`config.mk`:
```
export PLATFORM = sky130hd
export DESIGN_NAME = pad_rail_dpd
export DESIGN_NICKNAME = d
export VERILOG_FILES = /design/src/rtl/dpd_pkg.sv /design/src/rtl/dpd_regif.sv /design/src/rtl/dpd_sequencer.sv /design/src/rtl/dpd_status_bank.sv /design/src/rtl/pad_rail_dpd.sv
export SDC_FILE = /design/constraint.sdc
export NUM_CORES = 1
export LEC_CHECK = 0
export BUFFER_PORTS_ARGS = -buffer_cell sky130_fd_sc_hd__buf_2
export CORE_MARGIN = 3
export CORE_UTILIZATION = 48
export CTS_CLUSTER_SIZE = 30
export DETAILED_ROUTE_END_ITERATION = 16
export GPL_ROUTABILITY_DRIVEN = 0
export HOLD_SLACK_MARGIN = 0.02
export PLACE_DENSITY = 0.69
export SYNTH_ARGS = -nofsm -noshare
export SYNTH_HDL_FRONTEND = slang
export SYNTH_SLANG_ARGS = --single-unit
export TNS_END_PERCENT = 20
```
`constraint.sdc`:
```
create_clock -name clk -period 5.8 [get_ports clk]
set_input_delay 0.58 -clock clk [delete_from_list [all_inputs] [get_ports clk]]
set_output_delay 0.58 -clock clk [all_outputs]
set_load 0.03 [all_outputs]
```
`src/rtl/dpd_pkg.sv`:
```
package dpd_pkg;
  typedef enum logic [1:0] {
    CMD_IDLE  = 2'd0,
    CMD_LEAVE = 2'd1,
    CMD_ENTER = 2'd2,
    CMD_RSVD  = 2'd3
  } dpd_cmd_e;

  localparam int OFS_CTRL   = 0;
  localparam int OFS_SETTLE = 1;
  localparam int OFS_BANK0  = 2;
endpackage

```
`src/rtl/dpd_regif.sv`:
```
module dpd_regif #(
  parameter int ADDR_W    = 3,
  parameter int DATA_W    = 32,
  parameter int CNT_W     = 16,
  parameter int NUM_BANKS = 2,
  parameter int RAIL_W    = 30,
  localparam int BANK_W   = (NUM_BANKS > 1) ? $clog2(NUM_BANKS) : 1
) (
  input  logic                clk,
  input  logic                rst_n,
  input  logic                wr_en,
  input  logic [ADDR_W-1:0]   addr,
  input  logic [DATA_W-1:0]   wdata,
  output logic                smp_en,
  output logic [CNT_W-1:0]    settle,
  output logic                cmd_valid,
  output logic [BANK_W-1:0]   cmd_bank,
  output dpd_pkg::dpd_cmd_e   cmd_code,
  output logic [RAIL_W-1:0]   cmd_mask
);
  import dpd_pkg::*;

  logic             smp_q, smp_d, smp_we;
  logic [CNT_W-1:0] settle_q, settle_d, settle_we_val;
  logic             settle_we;
  logic             req_hit;
  int unsigned      widx;

  always_comb begin
    widx          = int'(addr) >> 1;
    smp_we        = wr_en && (addr == ADDR_W'(OFS_CTRL));
    settle_we     = wr_en && (addr == ADDR_W'(OFS_SETTLE));
    smp_d         = smp_we ? wdata[0] : smp_q;
    settle_we_val = wdata[CNT_W-1:0];
    settle_d      = settle_we ? settle_we_val : settle_q;
    req_hit       = wr_en && !addr[0] && (widx >= 1) && (widx <= NUM_BANKS);
    cmd_bank      = BANK_W'(widx - 1);
    cmd_code      = dpd_cmd_e'(wdata[DATA_W-1 -: 2]);
    cmd_mask      = wdata[RAIL_W-1:0];
    cmd_valid     = req_hit && smp_q &&
                    ((cmd_code == CMD_ENTER) || (cmd_code == CMD_LEAVE));
  end

  always_ff @(posedge clk or negedge rst_n) begin
    if (!rst_n) begin
      smp_q    <= 1'b0;
      settle_q <= '0;
    end else begin
      smp_q    <= smp_d;
      settle_q <= settle_d;
    end
  end

  assign smp_en = smp_q;
  assign settle = settle_q;
endmodule

```
`src/rtl/dpd_sequencer.sv`:
```
module dpd_sequencer #(
  parameter int CNT_W   = 16,
  parameter int RAIL_W  = 30,
  parameter int BANK_W  = 1
) (
  input  logic              clk,
  input  logic              rst_n,
  input  logic [CNT_W-1:0]  settle,
  input  logic              cmd_valid,
  input  logic [BANK_W-1:0] cmd_bank,
  input  dpd_pkg::dpd_cmd_e cmd_code,
  input  logic [RAIL_W-1:0] cmd_mask,
  output logic              busy,
  output logic              done,
  output logic [BANK_W-1:0] done_bank,
  output dpd_pkg::dpd_cmd_e done_code,
  output logic [RAIL_W-1:0] done_mask
);
  import dpd_pkg::*;

  logic              act_q, act_d;
  logic [CNT_W-1:0]  cnt_q, cnt_d, load_val;
  logic [BANK_W-1:0] cur_bank_q, cur_bank_d, pnd_bank_q, pnd_bank_d;
  dpd_cmd_e          cur_code_q, cur_code_d, pnd_code_q, pnd_code_d;
  logic [RAIL_W-1:0] cur_mask_q, cur_mask_d, pnd_mask_q, pnd_mask_d;
  logic              pnd_q, pnd_d;
  logic              fin;

  always_comb begin
    load_val   = (settle == '0) ? CNT_W'(1) : settle;
    fin        = act_q && (cnt_q == CNT_W'(1));
    act_d      = act_q;
    cnt_d      = act_q ? cnt_q - CNT_W'(1) : cnt_q;
    cur_bank_d = cur_bank_q;
    cur_code_d = cur_code_q;
    cur_mask_d = cur_mask_q;
    pnd_d      = pnd_q;
    pnd_bank_d = pnd_bank_q;
    pnd_code_d = pnd_code_q;
    pnd_mask_d = pnd_mask_q;

    if (fin) begin
      if (pnd_q) begin
        cur_bank_d = pnd_bank_q;
        cur_code_d = pnd_code_q;
        cur_mask_d = pnd_mask_q;
        cnt_d      = load_val;
        pnd_d      = 1'b0;
      end else begin
        act_d      = 1'b0;
      end
    end

    if (cmd_valid) begin
      if (!act_q || (fin && !pnd_q)) begin
        act_d      = 1'b1;
        cnt_d      = load_val;
        cur_bank_d = cmd_bank;
        cur_code_d = cmd_code;
        cur_mask_d = cmd_mask;
      end else begin
        pnd_d      = 1'b1;
        pnd_bank_d = cmd_bank;
        pnd_code_d = cmd_code;
        pnd_mask_d = cmd_mask;
      end
    end
  end

  always_ff @(posedge clk or negedge rst_n) begin
    if (!rst_n) begin
      act_q      <= 1'b0;
      cnt_q      <= '0;
      cur_bank_q <= '0;
      cur_code_q <= CMD_IDLE;
      cur_mask_q <= '0;
      pnd_q      <= 1'b0;
      pnd_bank_q <= '0;
      pnd_code_q <= CMD_IDLE;
      pnd_mask_q <= '0;
    end else begin
      act_q      <= act_d;
      cnt_q      <= cnt_d;
      cur_bank_q <= cur_bank_d;
      cur_code_q <= cur_code_d;
      cur_mask_q <= cur_mask_d;
      pnd_q      <= pnd_d;
      pnd_bank_q <= pnd_bank_d;
      pnd_code_q <= pnd_code_d;
      pnd_mask_q <= pnd_mask_d;
    end
  end

  assign busy      = act_q;
  assign done      = fin;
  assign done_bank = cur_bank_q;
  assign done_code = cur_code_q;
  assign done_mask = cur_mask_q;
endmodule

```
`src/rtl/dpd_status_bank.sv`:
```
module dpd_status_bank #(
  parameter int RAIL_W = 30
) (
  input  logic              clk,
  input  logic              rst_n,
  input  logic              upd,
  input  dpd_pkg::dpd_cmd_e code,
  input  logic [RAIL_W-1:0] mask,
  output logic [RAIL_W-1:0] state
);
  import dpd_pkg::*;

  logic [RAIL_W-1:0] st_q, st_d;

  always_comb begin
    st_d = st_q;
    if (upd) begin
      if (code == CMD_ENTER) st_d = st_q | mask;
      else                   st_d = st_q & ~mask;
    end
  end

  always_ff @(posedge clk or negedge rst_n) begin
    if (!rst_n) st_q <= '0;
    else        st_q <= st_d;
  end

  assign state = st_q;
endmodule

```
`src/rtl/pad_rail_dpd.sv`:
```
module pad_rail_dpd #(
  parameter int ADDR_W    = 3,
  parameter int DATA_W    = 32,
  parameter int CNT_W     = 16,
  parameter int NUM_BANKS = 2,
  parameter int RAIL_W    = 30,
  localparam int BANK_W   = (NUM_BANKS > 1) ? $clog2(NUM_BANKS) : 1,
  localparam int OUT_W    = NUM_BANKS * RAIL_W
) (
  input  logic              clk,
  input  logic              rst_n,
  input  logic              wr_en,
  input  logic              rd_en,
  input  logic [ADDR_W-1:0] addr,
  input  logic [DATA_W-1:0] wdata,
  output logic [DATA_W-1:0] rdata,
  output logic              busy,
  output logic [OUT_W-1:0]  rail_dpd
);
  import dpd_pkg::*;

  logic              smp_en;
  logic [CNT_W-1:0]  settle;
  logic              cmd_valid;
  logic [BANK_W-1:0] cmd_bank;
  dpd_cmd_e          cmd_code;
  logic [RAIL_W-1:0] cmd_mask;
  logic              done;
  logic [BANK_W-1:0] done_bank;
  dpd_cmd_e          done_code;
  logic [RAIL_W-1:0] done_mask;
  logic [RAIL_W-1:0] bank_st [NUM_BANKS];
  logic [DATA_W-1:0] rd_mux, rdata_q;

  dpd_regif #(
    .ADDR_W(ADDR_W), .DATA_W(DATA_W), .CNT_W(CNT_W),
    .NUM_BANKS(NUM_BANKS), .RAIL_W(RAIL_W)
  ) u_regif (
    .clk(clk), .rst_n(rst_n), .wr_en(wr_en), .addr(addr), .wdata(wdata),
    .smp_en(smp_en), .settle(settle), .cmd_valid(cmd_valid),
    .cmd_bank(cmd_bank), .cmd_code(cmd_code), .cmd_mask(cmd_mask)
  );

  dpd_sequencer #(
    .CNT_W(CNT_W), .RAIL_W(RAIL_W), .BANK_W(BANK_W)
  ) u_seq (
    .clk(clk), .rst_n(rst_n), .settle(settle), .cmd_valid(cmd_valid),
    .cmd_bank(cmd_bank), .cmd_code(cmd_code), .cmd_mask(cmd_mask),
    .busy(busy), .done(done), .done_bank(done_bank),
    .done_code(done_code), .done_mask(done_mask)
  );

  for (genvar b = 0; b < NUM_BANKS; b++) begin : g_bank
    dpd_status_bank #(.RAIL_W(RAIL_W)) u_bank (
      .clk(clk), .rst_n(rst_n),
      .upd(done && (done_bank == BANK_W'(b))),
      .code(done_code), .mask(done_mask), .state(bank_st[b])
    );
    assign rail_dpd[b*RAIL_W +: RAIL_W] = bank_st[b];
  end

  always_comb begin
    rd_mux = '0;
    if (addr == ADDR_W'(OFS_CTRL)) begin
      rd_mux[0]        = smp_en;
      rd_mux[DATA_W-1] = busy;
    end else if (addr == ADDR_W'(OFS_SETTLE)) begin
      rd_mux[CNT_W-1:0] = settle;
    end
    for (int b = 0; b < NUM_BANKS; b++) begin
      if (addr == ADDR_W'(OFS_BANK0 + 2*b + 1))
        rd_mux[RAIL_W-1:0] = bank_st[b];
    end
  end

  always_ff @(posedge clk or negedge rst_n) begin
    if (!rst_n)     rdata_q <= '0;
    else if (rd_en) rdata_q <= rd_mux;
  end

  assign rdata = rdata_q;
endmodule

```
Word level (Yosys, flattened, before mapping)
Index checks and enable logic that the tools add are counted.
{"block": "classes", "add_sub_neg": 2, "n_mul": 0, "n_div": 0, "magnitude_cmp": 2, "n_eq_ne": 7, "shifts": 0, "mux": 33, "bitwise_logic": 7, "reduce_logical": 19}
{"operator": "2-to-1 mux 30 bit", "count": 8}
{"operator": "2-to-1 mux 16 bit", "count": 7}
{"operator": "bitwise AND 30 bit", "count": 2}
{"operator": "bitwise OR 30 bit", "count": 2}
{"operator": "inverter 30 bit", "count": 1}
{"operator": "== test 16 x 1 -> 1 bit (second input constant)", "count": 1}
{"operator": "zero test 16 bit", "count": 1}
{"operator": "subtractor 16 x 1 -> 16 bit (second input constant)", "count": 1}
{"operator": "2-to-1 mux 15 bit", "count": 1}
{"operator": "2-to-1 mux 1 bit", "count": 13}
{"operator": "logical AND 1 bit", "count": 11}
{"operator": "2-to-1 mux 2 bit", "count": 4}
{"operator": "== test 2 bit (second input constant)", "count": 2}
{"operator": "== test 3 x 1 -> 1 bit (second input constant)", "count": 1}
{"operator": "== test 3 x 2 -> 1 bit (second input constant)", "count": 1}
{"operator": "== test 3 bit (second input constant)", "count": 1}
{"operator": "zero test 1 bit", "count": 3}
{"operator": "zero test 3 bit", "count": 1}
{"operator": "== test 2 x 1 -> 1 bit (second input constant)", "count": 1}
{"operator": "greater-or-equal comparator 2 x 1 -> 1 bit (second input constant)", "count": 1}
{"operator": "less-or-equal comparator 2 bit (second input constant)", "count": 1}
{"operator": "logical OR 1 bit", "count": 2}
{"operator": "inverter 1 bit", "count": 2}
{"operator": "AND reduction 2 bit", "count": 1}
{"operator": "subtractor 1 bit (second input constant)", "count": 1}
{"block": "word_totals", "reg_bits": 192, "latch_bits": 0, "ramBits": 0, "rom_bits": 0, "output_inout_bits": 93, "elab_cells": 84, "n_memories": 0}

Longest topological paths before layout
Gate-level depths: netlist (run 1).
{"block": "logic_depth", "ltp_word": 7, "depth_mapped": 8, "mapped_depth_nobuf": 7}

Cells and area by module
Synthesis (run 1) repeated with hierarchy kept, for this count alone.
{"block": "unflattened", "cells_unflattened": 735, "hier_area_um2": 9203.8}
{"module": "dpd_sequencer", "instances": 1, "cells_each": 318, "area_each_um2": 3893.7, "seq_area_each_um2": 2102.0}
{"module": "dpd_status_bank", "instances": 2, "cells_each": 97, "area_each_um2": 1368.8, "seq_area_each_um2": 750.7}
{"module": "pad_rail_dpd", "instances": 1, "cells_each": 148, "area_each_um2": 1591.5, "seq_area_each_um2": 775.7}
{"module": "dpd_regif", "instances": 1, "cells_each": 75, "area_each_um2": 980.9, "seq_area_each_um2": 425.4}

Least setup slack after synthesis (run 1)
Ideal clock, no wire load.
{"block": "synth_timing", "kind": "register to register", "from": "register u_seq.cnt_q[11]", "to": "register u_seq.pnd_mask_q[10]", "setup_time_ns": 0.125, "arrival_ns": 2.452, "required_ns": 5.675, "path_slack_ns": 3.223, "stages_incl_launch_ff": 6, "path_cell_list": "dfrtp_1 > or4_4 > or4_4 > o311ai_4 > buf_6 > mux2_4"}
{"block": "synth_between", "elab_chain_cells": 6}
{"item": "start: declaration", "line": "dpd_sequencer.sv:22", "source": "logic [CNT_W-1:0] cnt_q, cnt_d, load_val;"}
{"item": "start signal: assignment", "line": "dpd_sequencer.sv:83", "source": "cnt_q <= cnt_d;"}
{"item": "== test 16 x 1 -> 1 bit", "line": "dpd_sequencer.sv:31", "source": "fin = act_q && (cnt_q == CNT_W'(1));"}
{"item": "logical AND 1 bit", "line": "dpd_sequencer.sv:31"}
{"item": "logical AND 1 bit", "line": "dpd_sequencer.sv:55", "source": "if (!act_q || (fin && !pnd_q)) begin"}
{"item": "logical OR 1 bit", "line": "dpd_sequencer.sv:55"}
{"item": "inverter 1 bit (no line)"}
{"item": "AND reduction 2 bit (no line)"}
{"item": "end signal: assignment", "line": "dpd_sequencer.sv:90", "source": "pnd_mask_q <= pnd_mask_d;"}
{"item": "end: declaration", "line": "dpd_sequencer.sv:25", "source": "logic [RAIL_W-1:0] cur_mask_q, cur_mask_d, pnd_mask_q, pnd_mask_d;"}
No other way between the ends.
A chain may end at the register's enable or synchronous reset.

Worst setup path in the final report (run 1)
{"block": "layout_timing", "from": "register u_seq.cnt_q[11]", "to": "register u_seq.pnd_mask_q[24]"}
Same word-level chain as after synthesis.

==> impl_metrics.py, run 1 <==
metrics = {
    "run_status": {
        "outcome": "completed",
    },
    "clock_tree": {
        "cts.path.max_buffers": 2,
        "clock_transition_at_the_registers_of_the_reported_paths_ps": 70,
        "post-cts-setup-buffers": 0,
        "holdBufCountCts": 0,
        "clock_sinks": 192,
        "cts_max_level": 4,
        "root_buffer": "clkbuf_16",
        "cts_tree": "done",
        "ctsResizeCount": 0,
        "cts_buffers": 17,
        "worst_skew_pair.late_latency_ps": 430,
    },
    "route": {
        "route.met3.wl_um": 1210,
        "finalWirelength_um": 21000,
        "via_per_inst": 5.57,
        "drc": 0,
        "detailedRoute.firstPassIterationCount": 5,
        "routed.top_layer": "met5",
        "detailroute.via_count": 5977,
        "drt-wirelength-per-cell_um": 19.6,
        "routed-wl-met2_um": 10000,
        "antenna_left": 0,
        "met1Wirelength_um": 9400,
        "detail_route.iter0.violations": 329,
    },
    "yosys": {
        "post_synth_fa_ha_maj_area_fraction_pct": 0.397,
        "synth_enable_flop_cells": 0,
        "seq_area_frac_synth_pct": 54.4,
        "synth.lib_cells_used.distinct": 47,
        "synthXorXnorAreaFrac_pct": 1.59,
        "syn-num-nets": 761,
        "syn_area_um2": 8830,
        "combinational_family_with_the_most_area_after_synthesis": "multiplexers",
        "synth_simple_gate_area_share_pct": 8.71,
        "netlist_instances": 720,
        "synth_compound_gate_area_share_pct": 5.95,
        "most_instantiated_flip_flop_cell_in_the_synthesis_netlist": "dfrtp_1",
        "ys_async_rst_share_pct": 100,
        "post_synthesis_mux_area_share_pct": 25.6,
        "synth-warning-count": 0,
        "synth-seq-cells": 192,
        "avgSynthCellArea_um2": 12.3,
    },
    "final_layout": {
        "multi_input_area_um2": 3760,
        "nFillCells": 1433,
        "fin_nets": 877,
        "antenna-diode-count": 0,
        "post_route_cells_drive_above_1_share_pct": 40.4,
        "area.growth.synth_to_final_pct": 16.7,
        "sequential_cell_area_um2": 4800,
    },
    "timing": {
        "timing_worst_slew_pin_value_ps": 1200,
        "fin_tns_setup_ps": 0,
        "fin_crit_ps": 3550,
        "relSlewSlack_pct": 19.9,
        "layout_worst_path_cycle_share_pct": 61.3,
        "setup_viol_count_final": 0,
        "grt_setup_unrepaired": "false",
        "clk_skew_ps": 9.47,
        "finalHoldViolCount": 0,
        "slew_viol_final": 0,
        "fmax_ghz": 0.281,
    },
    "floorplanning": {
        "num_io_pins": 132,
        "die_w_um": 142,
        "core_area_um2": 17700,
        "floorplan_die_area_um2": 20100,
        "initial_utilization_pct": 50.0,
        "chipHeight_um": 142,
        "placement_rows": 48,
    },
    "global_routing": {
        "global_route.overflow_total": 0,
        "grt_first_pass_wirelength_um": 34400,
        "first_global_vias": 6298,
        "grt_max_degree": 76,
        "initial_antenna_violation_count": 1,
        "grt_use_total_pct": 21.8,
    },
    "place": {
        "place.detailed.hpwl_um": 14000,
        "buffer_ports.inserted": 130,
    },
    "setup_path": {
        "cp-end-kind": "flip-flop",
        "top_fanout_value_on_the_critical_path": 19,
        "critPathArrivalTime_ps": 3860,
        "critical_path_startpoint_category": "flip-flop",
        "criticalPathCategory": "flip-flop to flip-flop",
        "data_required_time_of_the_critical_path_ps": 6110,
    },
    "job": {
        "max-cap-violations": 0,
    },
    "power": {
        "total_power_after_layout_mw": 3.13,
        "power-per-cell-area_nw_per_um2": 304,
        "power.ir.vdd_worst_mv": 0.230,
        "total_leakage_power_nw": 5.15,
    },
    "hold_path": {
        "hold_class": "input pin to asynchronous set/reset pin",
    },
}
## synthesized netlist by cell type, types with 2 or more instances
library cell | n | area, um^2
mux2_4 | 38 | 571
mux2_2 | 123 | 1390
and2_1 | 3 | 18.8
clkbuf_1 | 30 | 113
nand2_1 | 71 | 267
or3_1 | 2 | 12.5
nor2_1 | 52 | 195
xor2_1 | 5 | 43.8
mux2i_1 | 19 | 190
nand3_1 | 4 | 20.0
or4_4 | 2 | 22.5
ha_1 | 2 | 25.0
a22oi_1 | 15 | 113
buf_6 | 6 | 67.6
nor3_1 | 9 | 45.0
inv_1 | 19 | 71.3
a31oi_1 | 2 | 12.5
o22ai_1 | 15 | 93.8
buf_2 | 6 | 30.0
xnor2_1 | 11 | 96.3
mux2_1 | 10 | 113
o21ai_0 | 4 | 20.0
nor4_1 | 8 | 50.1
dfrtp_1 | 192 | 4800
a21oi_1 | 47 | 235
nand3b_1 | 2 | 15.0
nor2b_1 | 3 | 18.8
## layout by cell type (no fill, tap or decap), types with 2 or more instances in the layout
cell	netlist	routed
nor4_1	8	8
clkbuf_16	0	17
nor3_1	9	8
buf_2	6	129
xor2_1	5	5
o21ai_0	4	4
mux2i_1	19	19
and2_1	3	3
bufinv_16	0	4
nand2_1	71	71
nand3_2	1	2
clkbuf_8	0	4
a22oi_1	15	15
nor2b_1	3	2
clkinvlp_4	0	3
mux2_4	38	38
dfrtp_1	192	192
ha_1	2	2
o22ai_1	15	15
or4_4	2	2
or3_1	2	2
nor2_1	52	52
buf_4	1	10
mux2_2	123	123
xnor2_1	11	11
clkbuf_1	30	2
mux2_1	10	10
clkinv_2	0	3
nand3_1	4	3
inv_1	19	19
nand3b_1	2	2
a21oi_1	47	47
## per-layer routing
metal	track usage (%)	vias up
li1	-	2752
met1	29.6	3029
met2	35.3	166
met3	3.98	28
met4	8.08	2
met5	0	-
## worst max-delay path, cell delays in order, from the launching register on
cell and delay, ps:
dfrtp_1 410, or4_4 580, or4_4 610, o311ai_4 980, buf_4 480, mux2_1 370
## metrics by stage
| step | instance area, um^2 | util, % | setup slack [ps] | std cells | hold slack, ps |
|---|---|---|---|---|---|
| after floorplan | 8830 | - | 3220 | 720 | 284 |
| final | 10300 | 58.4 | 2250 | 1074 | 168 |
| after detailed placement | 9650 | 54.7 | 2230 | 1041 | 480 |
| after global placement | 9650 | 54.7 | 2330 | 1041 | 463 |
| after global routing | 10300 | 58.4 | 2060 | 1074 | 197 |
| after CTS | 10300 | 58.3 | 2200 | 1073 | 181 |
## cell type report
class	count	area share (%)
Clock buffer	22	4.60
Sequential cell	192	46.6
Multi-Input combinational cell	465	36.5
Tap cell	225	2.73
Timing Repair Buffer	141	7.32
Inverter	19	0.692
Clock inverter	10	1.53
## worst paths after layout
check,from,end,slack (ps),cells past startpoint
max in group asynchronous,rst_n,asynchronous set/reset pin,4390,2
worst max-delay path,u_seq.cnt_q[11],u_seq.pnd_mask_q[24],2250,5
min in group clk,wdata[23],u_seq.pnd_mask_q[23],400,2
worst min-delay path,rst_n,rdata[26],170,1
worst max register to register,u_seq.cnt_q[11],u_seq.pnd_mask_q[24],2250,5
worst min register to register,u_seq.pnd_code_q[1],u_seq.pnd_code_q[1],490,2
## cell families (layout without fill, tap and decap cells)
| kind of cell | Yosys count | in the layout |
|---|---|---|
| compound gates | 87 | 87 |
| xor+xnor | 16 | 16 |
| fa+ha+maj | 3 | 3 |
| buf+inv | 63 | 192 |
| flops | 192 | 192 |
| mux | 190 | 190 |
| other cells | 1 | 1 |
| simple gates | 168 | 168 |
## report_power, final
group          switching (mW)  total (mW)  internal [mW]
combinational           0.155       0.317          0.163
clock                   0.491        1.25          0.754
sequential             0.0979        1.57           1.47
total                   0.743        3.13           2.39
(Power assumes the default switching activity.)
==> run 2: changes to the inputs <==
--- a/config.mk
+++ b/config.mk
@@ -5,6 +5,7 @@
 export SDC_FILE = /design/constraint.sdc
 export NUM_CORES = 1
 export LEC_CHECK = 0
+export ABC_AREA = 1
 export BUFFER_PORTS_ARGS = -buffer_cell sky130_fd_sc_hd__buf_2
 export CORE_MARGIN = 3
 export CORE_UTILIZATION = 48
@@ -12,7 +13,7 @@
 export DETAILED_ROUTE_END_ITERATION = 16
 export GPL_ROUTABILITY_DRIVEN = 0
 export HOLD_SLACK_MARGIN = 0.02
-export PLACE_DENSITY = 0.69
+export PLACE_DENSITY = 0.68
 export SYNTH_ARGS = -nofsm -noshare
 export SYNTH_HDL_FRONTEND = slang
 export SYNTH_SLANG_ARGS = --single-unit
==> constraint.sdc (replaced) <==
create_clock -name clk -period 3.5 [get_ports clk]
set_input_delay 0.35 -clock clk [delete_from_list [all_inputs] [get_ports clk]]
set_output_delay 0.35 -clock clk [all_outputs]
set_load 0.03 [all_outputs]
==> run 2 against run 1 <==
  * The run now ends with hold timing left
  * Flip-flop and latch count unchanged
  * Power up 62%
  * Clock power up 62%
  * Count of clock-buffer cells in the layout is 4 lower
  * Final cell count up 56%
  * Register-to-register slack got worse by 1300 ps
  * Die area up 8.9%
  * Design area increased by 6.7%
  * Non-clock buffer count rose by 1
  * Worst setup slack lost 1300 ps
  * Worst hold slack worse by 180 ps
  * Sequential share of layout area shrank 2.9 points
  * Largest power group unchanged
  * Highest routed layer is now met4
==> impl_metrics.py, run 2 <==
metrics = {
    "timing": {
        "timing_worst_slew_pin_value_ps": 1030,
        "hold-worst-slack_ps": -15.9,
        "relSlewSlack_pct": 31.3,
        "worst_slack_ps": 982,
        "grt_setup_unrepaired": "false",
        "setup_viol_count_final": 0,
        "clk_skew_ps": 10.6,
        "fin_tns_setup_ps": 0,
        "finalHoldViolCount": 22,
        "slew_viol_final": 0,
        "layout_worst_path_cycle_share_pct": 71.9,
        "fin_crit_ps": 2520,
        "fmax_ghz": 0.397,
    },
    "setup_path": {
        "cp_slowest_stage_delay_ps": 660,
        "critical_path.slowest_cell": "dfrtp_1",
        "crit_chain": "nand2_1 -> inv_1 -> nand2_1 -> nor2_4 -> nand2_4 -> nand2_1 -> nand2_1 -> o21ai_1 -> nand2_1",
        "cp-end-kind": "flip-flop",
        "critical_path_startpoint_category": "flip-flop",
        "critical_path.reg2reg.startpoint": "u_seq.busy",
        "critPathArrivalTime_ps": 2840,
        "path_common_cell": "nand2_1",
        "data_required_time_of_the_critical_path_ps": 3820,
        "startpoint": "u_seq.busy",
        "criticalPathCategory": "flip-flop to flip-flop",
        "top_fanout_value_on_the_critical_path": 22,
    },
    "power": {
        "power.ir.vdd_worst_mv": 0.331,
        "total_leakage_power_nw": 6.41,
        "power-per-cell-area_nw_per_um2": 460,
        "total_power_after_layout_mw": 5.06,
    },
    "final_layout": {
        "post_layout_nonfiller_instances": 1679,
        "fin_nets": 1440,
        "multi_input_area_um2": 3910,
        "final_cell_area_um2": 11000,
        "layout_common_cells": "nand2_1 (595), dfrtp_1 (192), inv_1 (149)",
        "post_route_cells_drive_above_1_share_pct": 14.3,
        "commonest_non_fill_non_tap_cell_in_the_layout": "nand2_1",
        "nFillCells": 1911,
        "utilization_pct": 56.1,
        "sequential_cell_area_um2": 4800,
        "area.growth.synth_to_final_pct": 14.0,
    },
    "run_status": {
        "failing_checks": "hold timing",
        "outcome": "finished, violations left",
    },
    "yosys": {
        "seq_area_frac_synth_pct": 49.8,
        "syn_area_um2": 9650,
        "netlist_instances": 1301,
        "syn-num-nets": 1342,
        "ys_async_rst_share_pct": 100,
        "synth.lib_cells_used.distinct": 31,
        "ys_top_cells_by_area": "dfrtp_1 (50%), nand2_1 (23%), inv_1 (5.8%)",
        "post-synth-top-area-cell": "dfrtp_1",
        "avgSynthCellArea_um2": 7.42,
        "synth_enable_flop_cells": 0,
        "most_frequent_cells_after_synthesis": "nand2_1 (595), dfrtp_1 (192), inv_1 (149)",
        "yosysTopAreaCellShare_pct": 49.8,
        "most_instantiated_flip_flop_cell_in_the_synthesis_netlist": "dfrtp_1",
        "synth-seq-cells": 192,
        "post-synth-top-count-cell": "nand2_1",
        "synth-warning-count": 0,
    },
    "route": {
        "detailedRoute.firstPassIterationCount": 5,
        "detailroute.via_count": 8464,
        "via_per_inst": 5.04,
        "antenna_left": 0,
        "finalWirelength_um": 26100,
        "detail_route.iter0.violations": 567,
        "drt-wirelength-per-cell_um": 15.6,
        "drc": 0,
    },
    "floorplanning": {
        "num_io_pins": 132,
        "initial_utilization_pct": 49.3,
        "core_area_um2": 19600,
        "placement_rows": 51,
        "floorplan_die_area_um2": 21800,
        "die_w_um": 148,
        "chipHeight_um": 148,
    },
    "place": {
        "preCtsSetupSlack_ps": 1010,
        "place_area_um2": 10400,
        "place.detailed.hpwl_um": 17900,
        "place_inst": 1645,
        "buffer_ports.inserted": 130,
    },
    "global_routing": {
        "initial_antenna_violation_count": 0,
        "first_global_vias": 7762,
        "grt_first_pass_wirelength_um": 41900,
        "global_route.overflow_total": 0,
        "grt_use_total_pct": 24.2,
        "grt_max_degree": 100,
    },
    "clock_tree": {
        "ctsResizeCount": 0,
        "cts_max_level": 4,
        "worst_skew_pair.late_latency_ps": 440,
        "root_buffer": "clkbuf_16",
        "holdBufCountCts": 0,
        "clock_sinks": 192,
        "post-cts-setup-buffers": 0,
        "cts.path.max_buffers": 2,
        "cts_tree": "done",
        "clock_transition_at_the_registers_of_the_reported_paths_ps": 70,
        "cts_buffers": 17,
    },
    "job": {
        "max-cap-violations": 0,
    },
    "hold_path": {
        "hold_class": "input pin to asynchronous set/reset pin",
    },
}
run 2: where the power goes:
group / total, mW / leakage, nW / internal (mW) / switching [mW]
clock network: 2.03 / 0.293 / 1.10 / 0.926
registers: 2.53 / 2.51 / 2.41 / 0.121
logic: 0.505 / 3.60 / 0.177 / 0.328
run 2: path summary, 6_finish.rpt:
kind,to,slack (ps),cells past startpoint
max,u_seq.cnt_q[9],980,9
min,rdata[7],-20,1
max reg2reg,u_seq.cnt_q[9],980,9
min reg2reg,rdata[19],470,2
max in group asynchronous,u_seq.pnd_mask_q[17],2630,2
min in group clk,u_seq.pnd_mask_q[26],120,3
run 2: layout make-up:
cell class                      instances  area share [%]
Multi-Input combinational cell        892            35.5
Inverter                              154            5.30
Timing Repair Buffer                  142            6.93
Clock inverter                         14            1.52
Sequential cell                       192            43.7
Clock buffer                           18            3.99
Tap cell                              265            3.01
Antenna cell                            2          0.0455
run 2: worst max-delay path, delay by kind of cell (launching register included):
kind / cells / cell delay, ps
AND/OR/NAND/NOR: 7 / 1420
flip-flops: 1 / 660
AO/OA/AOI/OAI: 1 / 240
buffers and inverters: 1 / 60
run 2: kinds of logic (layout without fill, tap and decap cells):
kind of cell               after synthesis  after routing  synth area share, %
buffers and inverters                  217            328                 9.75
muxes                                    4              4                0.467
xor gates and xnor gates                 8              8                0.726
and+or+nand+nor                        774            774                 32.8
AOI/OAI and AO/OA                      103            103                 6.21
DFF                                    192            192                 49.8
adders and majority gates                2              2                0.259
other                                    1              3               0.0389
run 2: layer usage:
layer / routed length (um) / track usage [%] / vias to the layer above
met2: 11200 / 35.0 / 292
met4: 465 / 6.94 / 0
li1: - / - / 4200
met3: 1740 / 4.35 / 36
met1: 12700 / 37.4 / 3936
met5: 0 / 0 / -
